$ cat src/rtl/qdac_pkg.sv
package qdac_pkg;
  localparam int NUM_CH_D = 4;
  localparam int CODE_W_D = 16;
  localparam int SPAN_W_D = 4;
  localparam int ADDR_W_D = 4;

  typedef enum logic [3:0] {
    OP_WR_CODE = 4'h0,
    OP_WR_SPAN = 4'h1,
    OP_UPDATE  = 4'h2,
    OP_WR_UPD  = 4'h3,
    OP_NOP     = 4'hF
  } op_e;
endpackage

$ cat src/rtl/qdac_frame_ctl.sv
module qdac_frame_ctl (
  input  logic clk,
  input  logic rst_n,
  input  logic wipe,
  input  logic clr_n,
  input  logic frame_n,
  output logic frame_open,
  output logic exec
);
  logic frame_q, abort_q, rise;

  assign rise       = !frame_q && frame_n;
  assign exec       = rise && !abort_q && clr_n;
  assign frame_open = !frame_n;

  always_ff @(posedge clk or negedge rst_n) begin
    if (!rst_n) begin
      frame_q <= 1'b1;
      abort_q <= 1'b0;
    end else if (wipe) begin
      frame_q <= 1'b1;
      abort_q <= 1'b0;
    end else begin
      frame_q <= frame_n;
      if (!frame_n && !clr_n) abort_q <= 1'b1;
      else if (rise)          abort_q <= 1'b0;
    end
  end

  // a clear inside an open frame suppresses the command at frame close
  assert_abort_frame_R6: assert property (@(posedge clk) disable iff (!rst_n || wipe)
    (!frame_n && !clr_n) |=> !exec);
endmodule

$ cat src/rtl/qdac_channel.sv
module qdac_channel #(
  parameter int CODE_W = 16,
  parameter int SPAN_W = 4
) (
  input  logic              clk,
  input  logic              rst_n,
  input  logic              wipe,
  input  logic              clr,
  input  logic              wr_code,
  input  logic              wr_span,
  input  logic              upd,
  input  logic              force_span,
  input  logic [CODE_W-1:0] din_code,
  input  logic [SPAN_W-1:0] din_span,
  input  logic [SPAN_W-1:0] strap,
  output logic [CODE_W-1:0] in_code,
  output logic [SPAN_W-1:0] in_span,
  output logic [CODE_W-1:0] dac_code,
  output logic [SPAN_W-1:0] dac_span
);
  always_ff @(posedge clk or negedge rst_n) begin
    if (!rst_n) begin
      in_code  <= '0;
      in_span  <= '0;
      dac_code <= '0;
      dac_span <= '0;
    end else if (wipe) begin
      in_code  <= '0;
      in_span  <= '0;
      dac_code <= '0;
      dac_span <= '0;
    end else begin
      if (wr_code) in_code <= din_code;
      if (wr_span) in_span <= din_span;
      if (clr) begin
        dac_code <= '0;
        dac_span <= '0;
      end else begin
        if (upd)             dac_code <= wr_code ? din_code : in_code;
        if (force_span)      dac_span <= strap;
        else if (upd)        dac_span <= in_span;
      end
    end
  end

  // clear empties the active level
  assert_clear_zeroes_R5: assert property (@(posedge clk) disable iff (!rst_n || wipe)
    clr |=> (dac_code == '0 && dac_span == '0));
  // clear leaves the staging level alone
  assert_clear_keeps_stage_R5: assert property (@(posedge clk) disable iff (!rst_n || wipe)
    clr |=> ($stable(in_code) && $stable(in_span)));
endmodule

$ cat src/rtl/qdac_regbank.sv
module qdac_regbank
  import qdac_pkg::*;
#(
  parameter int NUM_CH = NUM_CH_D,
  parameter int CODE_W = CODE_W_D,
  parameter int SPAN_W = SPAN_W_D,
  parameter int ADDR_W = ADDR_W_D,
  localparam int SEL_W = $clog2(NUM_CH)
) (
  input  logic                       clk,
  input  logic                       rst_n,
  input  logic                       brownout_n,
  input  logic                       clr_n,
  input  logic                       frame_n,
  input  logic [3:0]                 cmd_op,
  input  logic [ADDR_W-1:0]          cmd_addr,
  input  logic [CODE_W-1:0]          cmd_data,
  input  logic                       ldac_n,
  input  logic                       manual_span,
  input  logic [SPAN_W-1:0]          strap_span,
  input  logic [SEL_W-1:0]           rd_sel,
  output logic [CODE_W-1:0]          rd_code_o,
  output logic [SPAN_W-1:0]          rd_span_o,
  output logic [NUM_CH*CODE_W-1:0]   dac_code_o,
  output logic [NUM_CH*SPAN_W-1:0]   dac_span_o,
  output logic                       integrity_n
);
  localparam logic [ADDR_W-1:0] ADDR_ALL = '1;

  logic wipe, clr, exec, frame_open, ldac_go, any_upd, force_span, flag_q;
  op_e  op;
  logic [NUM_CH-1:0] sel, wr_code, wr_span, upd;
  logic [CODE_W-1:0] in_code_a [NUM_CH];
  logic [SPAN_W-1:0] in_span_a [NUM_CH];

  assign wipe = !brownout_n;
  assign clr  = !clr_n;
  assign op   = op_e'(cmd_op);

  qdac_frame_ctl u_frame (
    .clk(clk), .rst_n(rst_n), .wipe(wipe), .clr_n(clr_n),
    .frame_n(frame_n), .frame_open(frame_open), .exec(exec)
  );

  assign ldac_go    = !ldac_n && !frame_open && clr_n;
  assign any_upd    = |upd;
  assign force_span = manual_span && any_upd;

  for (genvar i = 0; i < NUM_CH; i++) begin : g_ch
    assign sel[i]     = (cmd_addr == ADDR_ALL) || (cmd_addr == ADDR_W'(i));
    assign wr_code[i] = exec && sel[i] && (op == OP_WR_CODE || op == OP_WR_UPD);
    assign wr_span[i] = exec && sel[i] && (op == OP_WR_SPAN) && !manual_span;
    assign upd[i]     = ldac_go || (exec && sel[i] && (op == OP_UPDATE || op == OP_WR_UPD));

    qdac_channel #(.CODE_W(CODE_W), .SPAN_W(SPAN_W)) u_ch (
      .clk(clk), .rst_n(rst_n), .wipe(wipe), .clr(clr),
      .wr_code(wr_code[i]), .wr_span(wr_span[i]), .upd(upd[i]),
      .force_span(force_span),
      .din_code(cmd_data), .din_span(cmd_data[SPAN_W-1:0]), .strap(strap_span),
      .in_code(in_code_a[i]), .in_span(in_span_a[i]),
      .dac_code(dac_code_o[i*CODE_W +: CODE_W]),
      .dac_span(dac_span_o[i*SPAN_W +: SPAN_W])
    );
  end

  assign rd_code_o = in_code_a[rd_sel];
  assign rd_span_o = in_span_a[rd_sel];

  always_ff @(posedge clk or negedge rst_n) begin
    if (!rst_n)       flag_q <= 1'b1;
    else if (wipe)    flag_q <= 1'b1;
    else if (clr)     flag_q <= 1'b1;
    else if (any_upd) flag_q <= 1'b0;
  end
  assign integrity_n = !flag_q;

  // clear raises the integrity flag
  assert_flag_on_clear_R9: assert property (@(posedge clk) disable iff (!rst_n || wipe)
    !clr_n |=> !integrity_n);
  // brownout returns outputs to power-up values
  assert_brownout_reset_R10: assert property (@(posedge clk) disable iff (!rst_n)
    !brownout_n |=> (dac_code_o == '0 && dac_span_o == '0 && !integrity_n));
  // no active code moves while a frame is open
  assert_frame_blocks_ldac_R7: assert property (@(posedge clk) disable iff (!rst_n || wipe)
    (!frame_n && clr_n) |=> $stable(dac_code_o));
  // manual mode spans follow the strap on every update
  assert_manual_span_R8: assert property (@(posedge clk) disable iff (!rst_n || wipe)
    (manual_span && any_upd && clr_n) |=> (dac_span_o == {NUM_CH{$past(strap_span)}}));
endmodule

$ cat config.mk
export PLATFORM = sky130hd
export DESIGN_NAME = qdac_regbank
export DESIGN_NICKNAME = d
export VERILOG_FILES = /design/src/rtl/qdac_pkg.sv /design/src/rtl/qdac_frame_ctl.sv /design/src/rtl/qdac_channel.sv /design/src/rtl/qdac_regbank.sv
export SDC_FILE = /design/constraint.sdc
export NUM_CORES = 1
export LEC_CHECK = 0
export ABC_AREA = 1
export BUFFER_PORTS_ARGS = -buffer_cell sky130_fd_sc_hd__buf_2
export CELL_PAD_IN_SITES_DETAIL_PLACEMENT = 1
export CELL_PAD_IN_SITES_GLOBAL_PLACEMENT = 2
export CORE_MARGIN = 3
export CORE_UTILIZATION = 36
export DETAILED_ROUTE_END_ITERATION = 6
export PLACE_DENSITY = 0.95
export SYNTH_ARGS = -nofsm -noshare
export SYNTH_HDL_FRONTEND = slang
export SYNTH_SLANG_ARGS = --single-unit
$ cat constraint.sdc
create_clock -name clk -period 5 [get_ports clk]
set_input_delay 0.5 -clock clk [delete_from_list [all_inputs] [get_ports clk]]
set_output_delay 0.5 -clock clk [all_outputs]
set_load 0.01 [all_outputs]
==> qor.log, run 1 <==
qor: run_status.status finished clean
qor: critical_path.worst_setup_path_endpoint rd_code_o[13]
qor: critical_path.critical_path_class primary input to output pin
qor: die.fp.dieW 147.0 um
qor: timing.final_critical_path_share_of_the_clock_period 57.62%
qor: clock_network.clock_tree_from_tritoncts built
qor: timing.count_of_final_hold_check_violations 0
qor: grt.antenna_violations_before_repair 0
qor: routing.post_drt_wl_per_cell 19.14 um
qor: yosys.synthesis.yosys.warnings 0
qor: finish.final_cell_count_no_fill 1168
qor: timing.period_needed 2881 ps
qor: yosys.syn-instance-count 770
qor: die.die_y 147.0 um
qor: clock_network.post_cts.resized_instances 0
qor: timing.rsz_0062_raised_after_global_routing false
qor: yosys.yosysTopAreaCell sky130_fd_sc_hd__dfrtp_1
qor: run.maxCapViolCount 0
qor: critical_path.critPathLaunch rd_sel[0]
qor: yosys.synthDistinctLibCells 27
qor: finish.drive_above_1_share 20.93%
qor: critical_path.crit_required 4500 ps
qor: placement.post-dp-hpwl 16450 um
qor: placement.place_inst 1136
qor: clock_network.cts_hold_buffers 0
qor: timing.transition_time_at_the_pin_with_the_least_slew_margin 1149 ps
qor: yosys.yosysSeqAreaShare 57.03%
qor: clock_network.cts.htree.levels 4
qor: critical_path.timing.critical_path.to_type output pin
qor: power.static_leakage 4.841 nW
qor: routing.first_pass_iters 4
qor: yosys.async_reset_ff_share 100.0%
qor: clock_network.clkSlewWorstSetupHoldPaths 60 ps
qor: clock_network.clock_latency 430 ps
qor: timing.relSlewSlack 23.35%
qor: yosys.synthesis.nets 807
qor: yosys.synth.area.mux_share 8.951%
qor: yosys.synth_top_cells_by_area sky130_fd_sc_hd__dfrtp_1 56%, sky130_fd_sc_hd__nand2_1 9.2%, sky130_fd_sc_hd__mux2i_1 9.0%
qor: routing.initial_detailed_routing_violation_count 248
qor: clock_network.tritoncts_num_sinks 163
qor: power.maximum_vdd_drop 0.0002598 V
qor: finish.mostFrequentLayoutCells 176 x sky130_fd_sc_hd__nand2_1, 161 x sky130_fd_sc_hd__dfrtp_1, 136 x sky130_fd_sc_hd__buf_2, 114 x sky130_fd_sc_hd__nor2_1, 112 x sky130_fd_sc_hd__o21ai_0
qor: finish.design.final.nets 932
qor: critical_path.timing.critical_path.cells buf_2 > buf_4 > inv_1 > o21ai_0 > o22ai_1 > buf_2
qor: die.placementRows 50
qor: die.fp.dieArea 21610 um^2
qor: critical_path.reg2reg_from u_frame.abort_q
qor: grt.grt_start_max_net_pins 70
qor: timing.setup_viol_count_final 0
qor: timing.post_route_clock_skew 8.275 ps
qor: routing.vias_per_cell 5.089
qor: critical_path.rr_worst_depth 7
qor: clock_network.cts_setup_buffers 0
qor: yosys.synthFlopType sky130_fd_sc_hd__dfrtp_1
qor: power.power-per-cell-area 322.9 nW/um^2
qor: clock_network.cts-buffers-inserted 17
qor: grt.grt_pass1_vias 6391
qor: routing.ant_nets 0
qor: yosys.syn_area_per_cell 9.295 um^2
qor: placement.place_congestion 0.8495
qor: critical_path.worst-r2r-setup-slack 2610 ps
qor: finish.mostFrequentLayoutCell sky130_fd_sc_hd__nand2_1
qor: die.initial_utilization 37.39%
qor: yosys.netlist_area 7157 um^2
qor: die.num_io_pins 138
qor: critical_path.cp_max_fo 41
qor: critical_path.slowest_delay 880 ps
qor: yosys.post_synth_and_or_nand_nor_area_fraction 18.90%
qor: finish.utilization 44.84%
qor: routing.post-route-drc-count 0
qor: timing.setup_tns 0 ps
qor: placement.numPortBuffers 137
qor: clock_network.cts_root_buffer sky130_fd_sc_hd__clkbuf_16
qor: critical_path.cpMaxStageDelayCell sky130_fd_sc_hd__inv_1
qor: yosys.post-synth-top-area-fraction 56.29%
qor: yosys.adder_cell_fraction_of_synth_area 0%
qor: yosys.synthXorXnorAreaFrac 0%
qor: routing.via_count 5944
qor: min_path.holdCritPathClass primary input to async pin
qor: grt.grt_first_pass_wirelength 35130 um
qor: yosys.synth_compound_gate_area_share 11.42%
qor: finish.flow.area_growth_from_synthesis 19.95%
qor: critical_path.crit_path_frequent_cell sky130_fd_sc_hd__buf_2
qor: routing.routed_wl 22350 um
qor: die.floorplan_core_area 19140 um^2
qor: clock_network.max-clock-path-buffers 2
qor: critical_path.start_kind primary input
qor: finish.antenna_cells 0
qor: timing.fmax 347.1 MHz
qor: finish.fillers 2296
qor: critical_path.cp_arrival 2380 ps
qor: timing.report.final.slew_viol_count 0
qor: grt.globalRouteOverflowTotal 0
qor: yosys.synth_top_family_by_area simple AND/OR/NAND/NOR gates
qor: yosys.synth-edff-count 0
qor: grt.globalRouteTotalUtil 21.07%
qor: yosys.synthesis_stage_register_bit_count 163
qor: critical_path.worstReg2RegEnd g_ch[2].u_ch.dac_span[0]
[worst min-delay path by stage]
stage	start	endpoint
floorplan	rst_n	g_ch[0].u_ch.dac_code[0]
global placement	g_ch[3].u_ch.dac_span[1]	g_ch[3].u_ch.dac_span[1]
detailed placement	g_ch[3].u_ch.dac_span[2]	g_ch[3].u_ch.dac_span[2]
CTS	rst_n	g_ch[3].u_ch.dac_code[4]
global route	rst_n	g_ch[3].u_ch.dac_code[3]
finish	rst_n	u_frame.abort_q
[per-stage QoR]
stage          hold WS [ps]  instance area (um^2)  worst slack, ps  power (W)
6_report              62.55                  8584             2119   0.002772
4_1_cts               90.29                  8584             2094   0.002796
5_1_grt               105.4                  8584             1905   0.002886
3_5_place_dp          462.5                  8048             2122   0.001590
2_1_floorplan         204.4                  7157             3150   0.001479
3_3_place_gp          456.8                  8048             2160   0.001586
[layout make-up]
| class | count | area [um^2] | share of cell area, % |
|---|---|---|---|
| repair buffers | 142 | 729.5 | 8.497 |
| inverters | 27 | 101.3 | 1.181 |
| flip-flops and latches | 163 | 4081 | 47.54 |
| multi-input cells | 544 | 2810 | 32.74 |
| clock inverters | 7 | 51.30 | 0.5976 |
| well taps | 260 | 325.3 | 3.790 |
| clock buffers | 25 | 485.5 | 5.655 |
[routing by layer]
layer,wire length (um),GRT usage [%],vias to the layer above
li1,-,-,2800
met1,9265,25.56,2959
met2,11650,37.75,157
met3,1081,4.966,28
met4,352,5.499,0
met5,0,0,-
[kinds of logic (layout without fill, tap and decap cells)]
logic type	after synthesis	count (layout)
flops	163	163
simple gates	331	331
mux	64	64
buf+inv	63	201
compound gates	149	149
[cell usage after synthesis (2+ instances only)]
cell type	instances
sky130_fd_sc_hd__inv_2	2
sky130_fd_sc_hd__nand2_4	2
sky130_fd_sc_hd__nand3_2	3
sky130_fd_sc_hd__mux2i_1	64
sky130_fd_sc_hd__a21oi_1	3
sky130_fd_sc_hd__nand3_1	27
sky130_fd_sc_hd__dfrtp_1	161
sky130_fd_sc_hd__nand2_2	4
sky130_fd_sc_hd__inv_1	23
sky130_fd_sc_hd__clkinv_1	2
sky130_fd_sc_hd__buf_6	2
sky130_fd_sc_hd__buf_2	7
sky130_fd_sc_hd__nor2_2	2
sky130_fd_sc_hd__o21ai_0	112
sky130_fd_sc_hd__a21oi_4	4
sky130_fd_sc_hd__clkbuf_1	25
sky130_fd_sc_hd__dfstp_2	2
sky130_fd_sc_hd__o22ai_1	19
sky130_fd_sc_hd__o21ai_1	10
sky130_fd_sc_hd__nand2_1	176
sky130_fd_sc_hd__nor2_1	114
[flip-flops by register name (all words and copies together) (netlist names)]
register            count
g_ch.u_ch.dac_code     64
g_ch.u_ch.dac_span     16
flag_q                  1
u_frame.abort_q         1
u_frame.frame_q         1
g_ch.u_ch.in_code      64
g_ch.u_ch.in_span      16
[critical path, delay by kind of cell]
family	cells	cell delay, ps
buffers and inverters	4	1410
AOI/OAI and AO/OA	2	440
[where the power goes]
part,total (W),switching [W],internal (W),leakage [nW]
logic,0.000216,0.000159,0.0000569,2.33
clock network,0.00121,0.000533,0.000675,0.257
registers,0.00135,0.0000126,0.00134,2.25
total,0.00277,0.000705,0.00207,4.84
No activity file was read; power rests on OpenSTA's default activity.
==> inputs of run 2 (changes only) <==
--- a/config.mk
+++ b/config.mk
@@ -10,9 +10,9 @@
 export CELL_PAD_IN_SITES_DETAIL_PLACEMENT = 1
 export CELL_PAD_IN_SITES_GLOBAL_PLACEMENT = 2
 export CORE_MARGIN = 3
-export CORE_UTILIZATION = 36
+export CORE_UTILIZATION = 34
 export DETAILED_ROUTE_END_ITERATION = 6
-export PLACE_DENSITY = 0.95
+export PLACE_DENSITY = 0.92
 export SYNTH_ARGS = -nofsm -noshare
 export SYNTH_HDL_FRONTEND = slang
 export SYNTH_SLANG_ARGS = --single-unit
==> constraint.sdc (replaced) <==
create_clock -name clk -period 2.8 [get_ports clk]
set_input_delay 0.28 -clock clk [delete_from_list [all_inputs] [get_ports clk]]
set_output_delay 0.28 -clock clk [all_outputs]
set_load 0.01 [all_outputs]
==> run 2 against run 1 <==
Effect of this change: sequential share of layout area is 1.1 points lower; core utilization is 1.8 points lower; total power is 93% higher; via count is 1.6% higher; wire length is 5.3% higher; register-to-register slack worse by 2200 ps; critical path type is now flop to flop; critical endpoint is now g_ch[0].u_ch.dac_span[0]; largest power group is now the clock network; highest routed layer is now met5.
==> qor.log, run 2 (synthesized netlist as in run 1, its figures left out) <==
qor: timing.relSlewSlack 51.46%
qor: grt.grt_start_max_net_pins 71
qor: placement.detailedPlace.worstSlack 428.9 ps
qor: routing.ant_nets 0
qor: timing.setup_viol_count_final 0
qor: grt.grt_pass1_vias 6531
qor: die.fp.dieArea 22830 um^2
qor: timing.period_needed 2358 ps
qor: critical_path.reg2reg_from u_frame.abort_q
qor: timing.post_route_clock_skew 7.166 ps
qor: finish.antenna_cells 0
qor: timing.count_of_final_hold_check_violations 0
qor: die.num_io_pins 138
qor: grt.globalRouteTotalUtil 21.26%
qor: timing.setup_tns 0 ps
qor: routing.vias_per_cell 5.088
qor: timing.fin_ws 441.7 ps
qor: grt.antenna_violations_before_repair 2
qor: placement.numPortBuffers 137
qor: timing.final_critical_path_share_of_the_clock_period 84.22%
qor: clock_network.cts.htree.levels 4
qor: power.maximum_vdd_drop 0.0004390 V
qor: critical_path.critPathLaunch u_frame.abort_q
qor: clock_network.tritoncts_num_sinks 163
qor: routing.initial_detailed_routing_violation_count 253
qor: routing.post-route-drc-count 0
qor: routing.routed_wl 23530 um
qor: min_path.holdCritPathClass primary input to flop
qor: critical_path.cp_arrival 2690 ps
qor: grt.grt_first_pass_wirelength 36670 um
qor: finish.top_regs g_ch.u_ch.dac_code x64, g_ch.u_ch.in_code x64
qor: die.placementRows 52
qor: finish.mostFrequentLayoutCell sky130_fd_sc_hd__nand2_1
qor: die.die_y 151.1 um
qor: critical_path.start_kind flop
qor: timing.transition_time_at_the_pin_with_the_least_slew_margin 728.1 ps
qor: timing.fmax 424.0 MHz
qor: timing.rsz_0062_raised_after_global_routing false
qor: finish.design.final.nets 941
qor: clock_network.cts_root_buffer sky130_fd_sc_hd__clkbuf_16
qor: run.maxCapViolCount 0
qor: clock_network.clkSlewWorstSetupHoldPaths 60 ps
qor: critical_path.timing.critical_path.to_type flop
qor: critical_path.critical_path_class flop to flop
qor: routing.via_count 6039
qor: clock_network.cts-buffers-inserted 17
qor: clock_network.clock_latency 430 ps
qor: clock_network.cts_hold_buffers 1
qor: power.power-per-cell-area 608.8 nW/um^2
qor: clock_network.post_cts.resized_instances 0
qor: run_status.status finished clean
qor: die.floorplan_core_area 20430 um^2
qor: finish.fillers 2415
qor: finish.utilization 43.02%
qor: placement.place_congestion 0.8274
qor: timing.report.final.slew_viol_count 0
qor: clock_network.max-clock-path-buffers 2
qor: placement.post-dp-hpwl 16860 um
qor: clock_network.cts_setup_buffers 0
qor: routing.post_drt_wl_per_cell 19.82 um
qor: finish.mostFrequentLayoutCells 176 x sky130_fd_sc_hd__nand2_1, 161 x sky130_fd_sc_hd__dfrtp_1, 136 x sky130_fd_sc_hd__buf_2, 114 x sky130_fd_sc_hd__nor2_1, 112 x sky130_fd_sc_hd__o21ai_0
qor: power.static_leakage 4.932 nW
qor: die.fp.dieW 151.1 um
qor: critical_path.crit_required 3130 ps
qor: finish.flow.area_growth_from_synthesis 22.81%
qor: finish.drive_above_1_share 22.03%
qor: critical_path.cp_max_fo 21
qor: clock_network.clock_tree_from_tritoncts built
qor: min_path.hold_wc_startpoint clr_n
qor: grt.globalRouteOverflowTotal 0
qor: routing.first_pass_iters 4
qor: die.initial_utilization 35.03%
==> run 2: changes by cell type in the layout (fill, tap and decap cells not counted) <==
cell and change:
sky130_fd_sc_hd__bufinv_16 +4, sky130_fd_sc_hd__dlygate4sd3_1 +1, sky130_fd_sc_hd__clkbuf_8 -1, sky130_fd_sc_hd__clkinvlp_4 +2
sky130_fd_sc_hd__clkbuf_1 -4, sky130_fd_sc_hd__clkinv_4 -2, sky130_fd_sc_hd__inv_6 +1, sky130_fd_sc_hd__buf_4 +6
sky130_fd_sc_hd__buf_12 +2
==> run 2: worst paths after layout <==
check                      slack (ps)                       end  cells after the start
min in group asynchronous         420           u_frame.abort_q                      2
min reg2reg                       470  g_ch[3].u_ch.dac_span[2]                      2
max reg2reg                       440  g_ch[0].u_ch.dac_span[0]                     10
min                                80           u_frame.abort_q                      2
max                               440  g_ch[0].u_ch.dac_span[0]                     10
max in group asynchronous        1510  g_ch[1].u_ch.dac_code[2]                      3
==> run 2: layout make-up <==
type	count	area, um^2	area share, %
Sequential cell	163	4081	46.43
Multi-Input combinational cell	544	2810	31.97
Timing Repair Buffer	151	824.5	9.381
Clock buffer	20	456.7	5.196
Tap cell	270	337.8	3.843
Clock inverter	12	177.7	2.021
Inverter	27	101.3	1.153
==> run 2: worst max-delay path, cell delays in order (launching register included) <==
cell and delay (ps):
sky130_fd_sc_hd__dfrtp_1 410, sky130_fd_sc_hd__nor3_4 490, sky130_fd_sc_hd__nand3_4 310, sky130_fd_sc_hd__nand2_2 190, sky130_fd_sc_hd__nor2_2 60, sky130_fd_sc_hd__nand2_4 100
sky130_fd_sc_hd__nand2_4 180, sky130_fd_sc_hd__inv_1 230, sky130_fd_sc_hd__nor2_1 130, sky130_fd_sc_hd__nand2_1 90, sky130_fd_sc_hd__nand2_1 50
==> run 2: power breakdown <==
part | switching, W | leakage [nW] | internal (W)
Combinational | 0.000294 | 2.38 | 0.000111
Clock | 0.000998 | 0.299 | 0.00154
Sequential | 0.0000231 | 2.25 | 0.00238
Total | 0.00132 | 4.93 | 0.00404
==> run 2: metrics by stage <==
stage / hold slack, ps / std cells / total power (W) / instance area [um^2]
after CTS: 64.63 / 1187 / 0.005396 / 8790
after detailed placement: 350.5 / 1154 / 0.002854 / 8145
after global routing: 94.14 / 1187 / 0.005542 / 8790
after global placement: 347.2 / 1154 / 0.002848 / 8145
after floorplan: -15.59 / 770 / 0.002640 / 7157
final: 84.07 / 1187 / 0.005351 / 8790
==> run 2: metal layers <==
| metal | vias up | track usage (%) | part of all wire (%) |
|---|---|---|---|
| met3 | 37 | 5.087 | 5.3 |
| met1 | 3030 | 25.40 | 41 |
| met4 | 4 | 6.664 | 2.2 |
| li1 | 2810 | - | - |
| met5 | - | 0 | 0.098 |
| met2 | 158 | 37.82 | 51 |
==> inputs of run 3 (changes only) <==
--- a/config.mk
+++ b/config.mk
@@ -5,14 +5,14 @@
 export SDC_FILE = /design/constraint.sdc
 export NUM_CORES = 1
 export LEC_CHECK = 0
-export ABC_AREA = 1
+export ABC_AREA = 0
 export BUFFER_PORTS_ARGS = -buffer_cell sky130_fd_sc_hd__buf_2
 export CELL_PAD_IN_SITES_DETAIL_PLACEMENT = 1
 export CELL_PAD_IN_SITES_GLOBAL_PLACEMENT = 2
 export CORE_MARGIN = 3
-export CORE_UTILIZATION = 34
+export CORE_UTILIZATION = 36
 export DETAILED_ROUTE_END_ITERATION = 6
-export PLACE_DENSITY = 0.92
+export PLACE_DENSITY = 0.91
 export SYNTH_ARGS = -nofsm -noshare
 export SYNTH_HDL_FRONTEND = slang
 export SYNTH_SLANG_ARGS = --single-unit
==> constraint.sdc (replaced) <==
create_clock -name clk -period 2.2 [get_ports clk]
set_input_delay 0.22 -clock clk [delete_from_list [all_inputs] [get_ports clk]]
set_output_delay 0.22 -clock clk [all_outputs]
set_load 0.01 [all_outputs]
==> run 3 against run 2 <==
Effect of this change: sequential power up 25%; non-clock buffer count grew 9; global-route usage shrank 0.70 points; setup slack lost 320 ps; core utilization rose by 2.7 points; combinational power down 12%; via count fell by 12%; hold slack got worse by 40 ps; wire length shrank 7.7%; critical path type unchanged.
==> qor.log, run 3 <==
qor: finish.final_cell_count_no_fill 1033
qor: clock_network.cts_root_buffer sky130_fd_sc_hd__clkbuf_16
qor: yosys.synthesis.nets 652
qor: critical_path.slowest_delay 530 ps
qor: routing.first_pass_iters 4
qor: placement.placedInstanceArea 8352 um^2
qor: critical_path.timing.critical_path.cells or4b_4 > nor3_4 > nand2_2 > buf_12 > mux2i_1 > o21ai_0
qor: die.fp.dieW 147.7 um
qor: yosys.synthMostInstantiatedCell sky130_fd_sc_hd__dfrtp_1
qor: grt.grt_start_max_net_pins 91
qor: power.static_leakage 4.765 nW
qor: critical_path.start_kind flop
qor: timing.period_needed 2079 ps
qor: power.power-per-cell-area 707.7 nW/um^2
qor: placement.post-dp-hpwl 15880 um
qor: placement.numPortBuffers 137
qor: placement.place_congestion 0.8616
qor: timing.transition_time_at_the_pin_with_the_least_slew_margin 773.4 ps
qor: timing.setup_tns 0 ps
qor: die.placementRows 51
qor: clock_network.max-clock-path-buffers 2
qor: critical_path.timing.critical_path.to_type flop
qor: run_status.status finished clean
qor: clock_network.cts.htree.levels 4
qor: yosys.synthFlopType sky130_fd_sc_hd__dfrtp_1
qor: finish.flow.area_growth_from_synthesis 23.87%
qor: yosys.synthesis.yosys.warnings 0
qor: finish.fillers 2182
qor: critical_path.critical_path_class flop to flop
qor: finish.drive_above_1_share 28.91%
qor: timing.final_critical_path_share_of_the_clock_period 94.48%
qor: yosys.netlist_top_cells_count 161 x sky130_fd_sc_hd__dfrtp_1, 84 x sky130_fd_sc_hd__mux2i_1, 83 x sky130_fd_sc_hd__o21ai_0
qor: finish.mostFrequentLayoutCells 161 x sky130_fd_sc_hd__dfrtp_1, 136 x sky130_fd_sc_hd__buf_2, 84 x sky130_fd_sc_hd__mux2i_1, 83 x sky130_fd_sc_hd__o21ai_0, 79 x sky130_fd_sc_hd__nor2b_1
qor: yosys.post-synth-top-area-fraction 55.74%
qor: timing.rsz_0062_raised_after_global_routing false
qor: grt.grt_pass1_vias 5683
qor: critical_path.critical-path-top-delay-family simple AND/OR/NAND/NOR gates
qor: die.initial_utilization 36.90%
qor: clock_network.clock_latency 420 ps
qor: critical_path.crit_required 2490 ps
qor: grt.grt_first_pass_wirelength 34440 um
qor: routing.initial_detailed_routing_violation_count 417
qor: critical_path.worst-r2r-setup-slack 120 ps
qor: critical_path.cp_arrival 2370 ps
qor: placement.place_inst 1000
qor: critical_path.path_buf_inv 1
qor: critical_path.cp_max_fo 16
qor: clock_network.clkSlewWorstSetupHoldPaths 60 ps
qor: timing.fmax 481.1 MHz
qor: die.floorplan_core_area 19590 um^2
qor: clock_network.cts_setup_buffers 0
qor: yosys.synth-edff-count 0
qor: finish.mostFrequentLayoutCell sky130_fd_sc_hd__dfrtp_1
qor: die.die_y 147.7 um
qor: finish.stdcell_area 8954 um^2
qor: yosys.netlist_area 7228 um^2
qor: clock_network.tritoncts_num_sinks 163
qor: min_path.worst_hold_path.num_cells 3
qor: min_path.hold_wc_startpoint frame_n
qor: yosys.async_reset_ff_share 100.0%
qor: clock_network.cts-buffers-inserted 17
qor: die.num_io_pins 138
qor: clock_network.clock_tree_from_tritoncts built
qor: timing.setup_viol_count_final 0
qor: yosys.yosysTopAreaCell sky130_fd_sc_hd__dfrtp_1
qor: critical_path.cpMaxStageDelayCell sky130_fd_sc_hd__or4b_4
qor: timing.count_of_final_hold_check_violations 0
qor: power.maximum_vdd_drop 0.0004657 V
qor: routing.routed_wl 21730 um
qor: grt.globalRouteTotalUtil 20.56%
qor: routing.ant_nets 0
qor: finish.design.final.nets 792
qor: critical_path.reg2reg_from u_frame.frame_q
qor: yosys.syn-instance-count 615
qor: min_path.holdCritPathClass primary input to flop
qor: routing.post-route-drc-count 0
qor: yosys.synthDistinctLibCells 34
qor: run.maxCapViolCount 0
qor: finish.top_regs g_ch.u_ch.dac_code x64, g_ch.u_ch.in_code x64
qor: critical_path.rr_worst_depth 6
qor: timing.report.final.slew_viol_count 0
qor: grt.globalRouteOverflowTotal 0
qor: routing.via_count 5317
qor: die.fp.dieArea 21810 um^2
qor: finish.antenna_cells 0
qor: grt.antenna_violations_before_repair 0
qor: yosys.syn_area_per_cell 11.75 um^2
qor: timing.post_route_clock_skew 12.93 ps
qor: yosys.synth_top_cells_by_area sky130_fd_sc_hd__dfrtp_1 56%, sky130_fd_sc_hd__mux2i_1 12%, sky130_fd_sc_hd__nor2b_1 6.8%
qor: critical_path.worstReg2RegEnd g_ch[2].u_ch.dac_code[0]
qor: yosys.yosysSeqAreaShare 56.47%
qor: timing.relSlewSlack 48.44%
qor: yosys.synthesis_stage_register_bit_count 163
qor: routing.post_drt_wl_per_cell 21.03 um
qor: min_path.worstHoldEndpoint u_frame.frame_q
qor: routing.vias_per_cell 5.147
## run 3: cell count changes after synthesis, moves of 21 or more
cell,before,now
sky130_fd_sc_hd__nor2b_1,0,79
sky130_fd_sc_hd__nor2_1,114,3
sky130_fd_sc_hd__inv_1,23,2
sky130_fd_sc_hd__nand2_1,176,77
sky130_fd_sc_hd__o21ai_0,112,83
## run 3: per-layer routing
metal  routed length (um)  global-route usage, %  up-vias  part of all wire (%)
met2                 9861                  30.37      130                    45
li1                     -                      -     2410                     -
met4                  409                  6.850        0                   1.9
met1                10360                  30.52     2755                    48
met5                    0                      0        -                     0
met3                 1093                  4.047       22                   5.0
## run 3: timing repair
action,4_1_cts,5_1_grt
hold endpoints to repair,56,0
hold buffers,1,0
resized for setup,0,2
setup endpoints to repair,0,24
## run 3: final cells by class
class | count | area, um^2 | area share [%]
inverter | 2 | 7.507 | 0.08385
tap | 265 | 331.6 | 3.703
clock buffer | 22 | 454.2 | 5.073
multi-input combinational | 411 | 2979 | 33.27
timing repair buffer | 160 | 967.2 | 10.80
sequential | 163 | 4081 | 45.58
clock inverter | 10 | 132.6 | 1.481
## run 3: worst max path at each step
stage                                     end             from  depth (start not counted)
floorplan           g_ch[2].u_ch.dac_code[10]  u_frame.frame_q                          6
global placement    g_ch[1].u_ch.dac_code[12]        cmd_op[3]                          7
detailed placement   g_ch[1].u_ch.dac_code[0]        cmd_op[3]                          6
CTS                  g_ch[2].u_ch.dac_code[0]  u_frame.frame_q                          6
global route        g_ch[0].u_ch.dac_code[14]  u_frame.frame_q                          6
finish               g_ch[2].u_ch.dac_code[0]  u_frame.frame_q                          6
## run 3: per-stage QoR
step | setup slack (ps) | power [W] | hold WS (ps) | utilization [%]
finish | 121.4 | 0.006336 | 43.81 | 45.70
global route | 18.78 | 0.006565 | 65.32 | 45.70
CTS | 50.10 | 0.006390 | 31.63 | 45.68
detailed placement | 62.20 | 0.003422 | 250.3 | 42.63
global placement | 135.9 | 0.003420 | 253.0 | 42.63
floorplan | 293.4 | 0.003220 | -75.59 | -
## run 3: cells by family (layout without fill, tap and decap cells)
family | count (synthesis) | count (layout) | share of synthesized area (%)
buffers and inverters | 41 | 194 | 2.562
DFF | 163 | 163 | 56.47
AOI/OAI and AO/OA | 103 | 103 | 7.720
and+or+nand+nor | 202 | 202 | 15.15
muxes | 104 | 104 | 17.86
xor gates and xnor gates | 2 | 2 | 0.2424
## run 3: worst register-to-register path, stage by stage (launching register included)
cell and delay, ps:
sky130_fd_sc_hd__dfstp_2 380, sky130_fd_sc_hd__or4b_4 530, sky130_fd_sc_hd__nor3_4 290, sky130_fd_sc_hd__nand2_2 130, sky130_fd_sc_hd__buf_12 180, sky130_fd_sc_hd__mux2i_1 280
sky130_fd_sc_hd__o21ai_0 150
## run 3: report_power, final
part / internal [W] / leakage (nW) / switching [W]
clock network: 0.00181 / 0.292 / 0.00116
logic: 0.000117 / 2.20 / 0.000241
registers: 0.00301 / 2.27 / 0.00000425
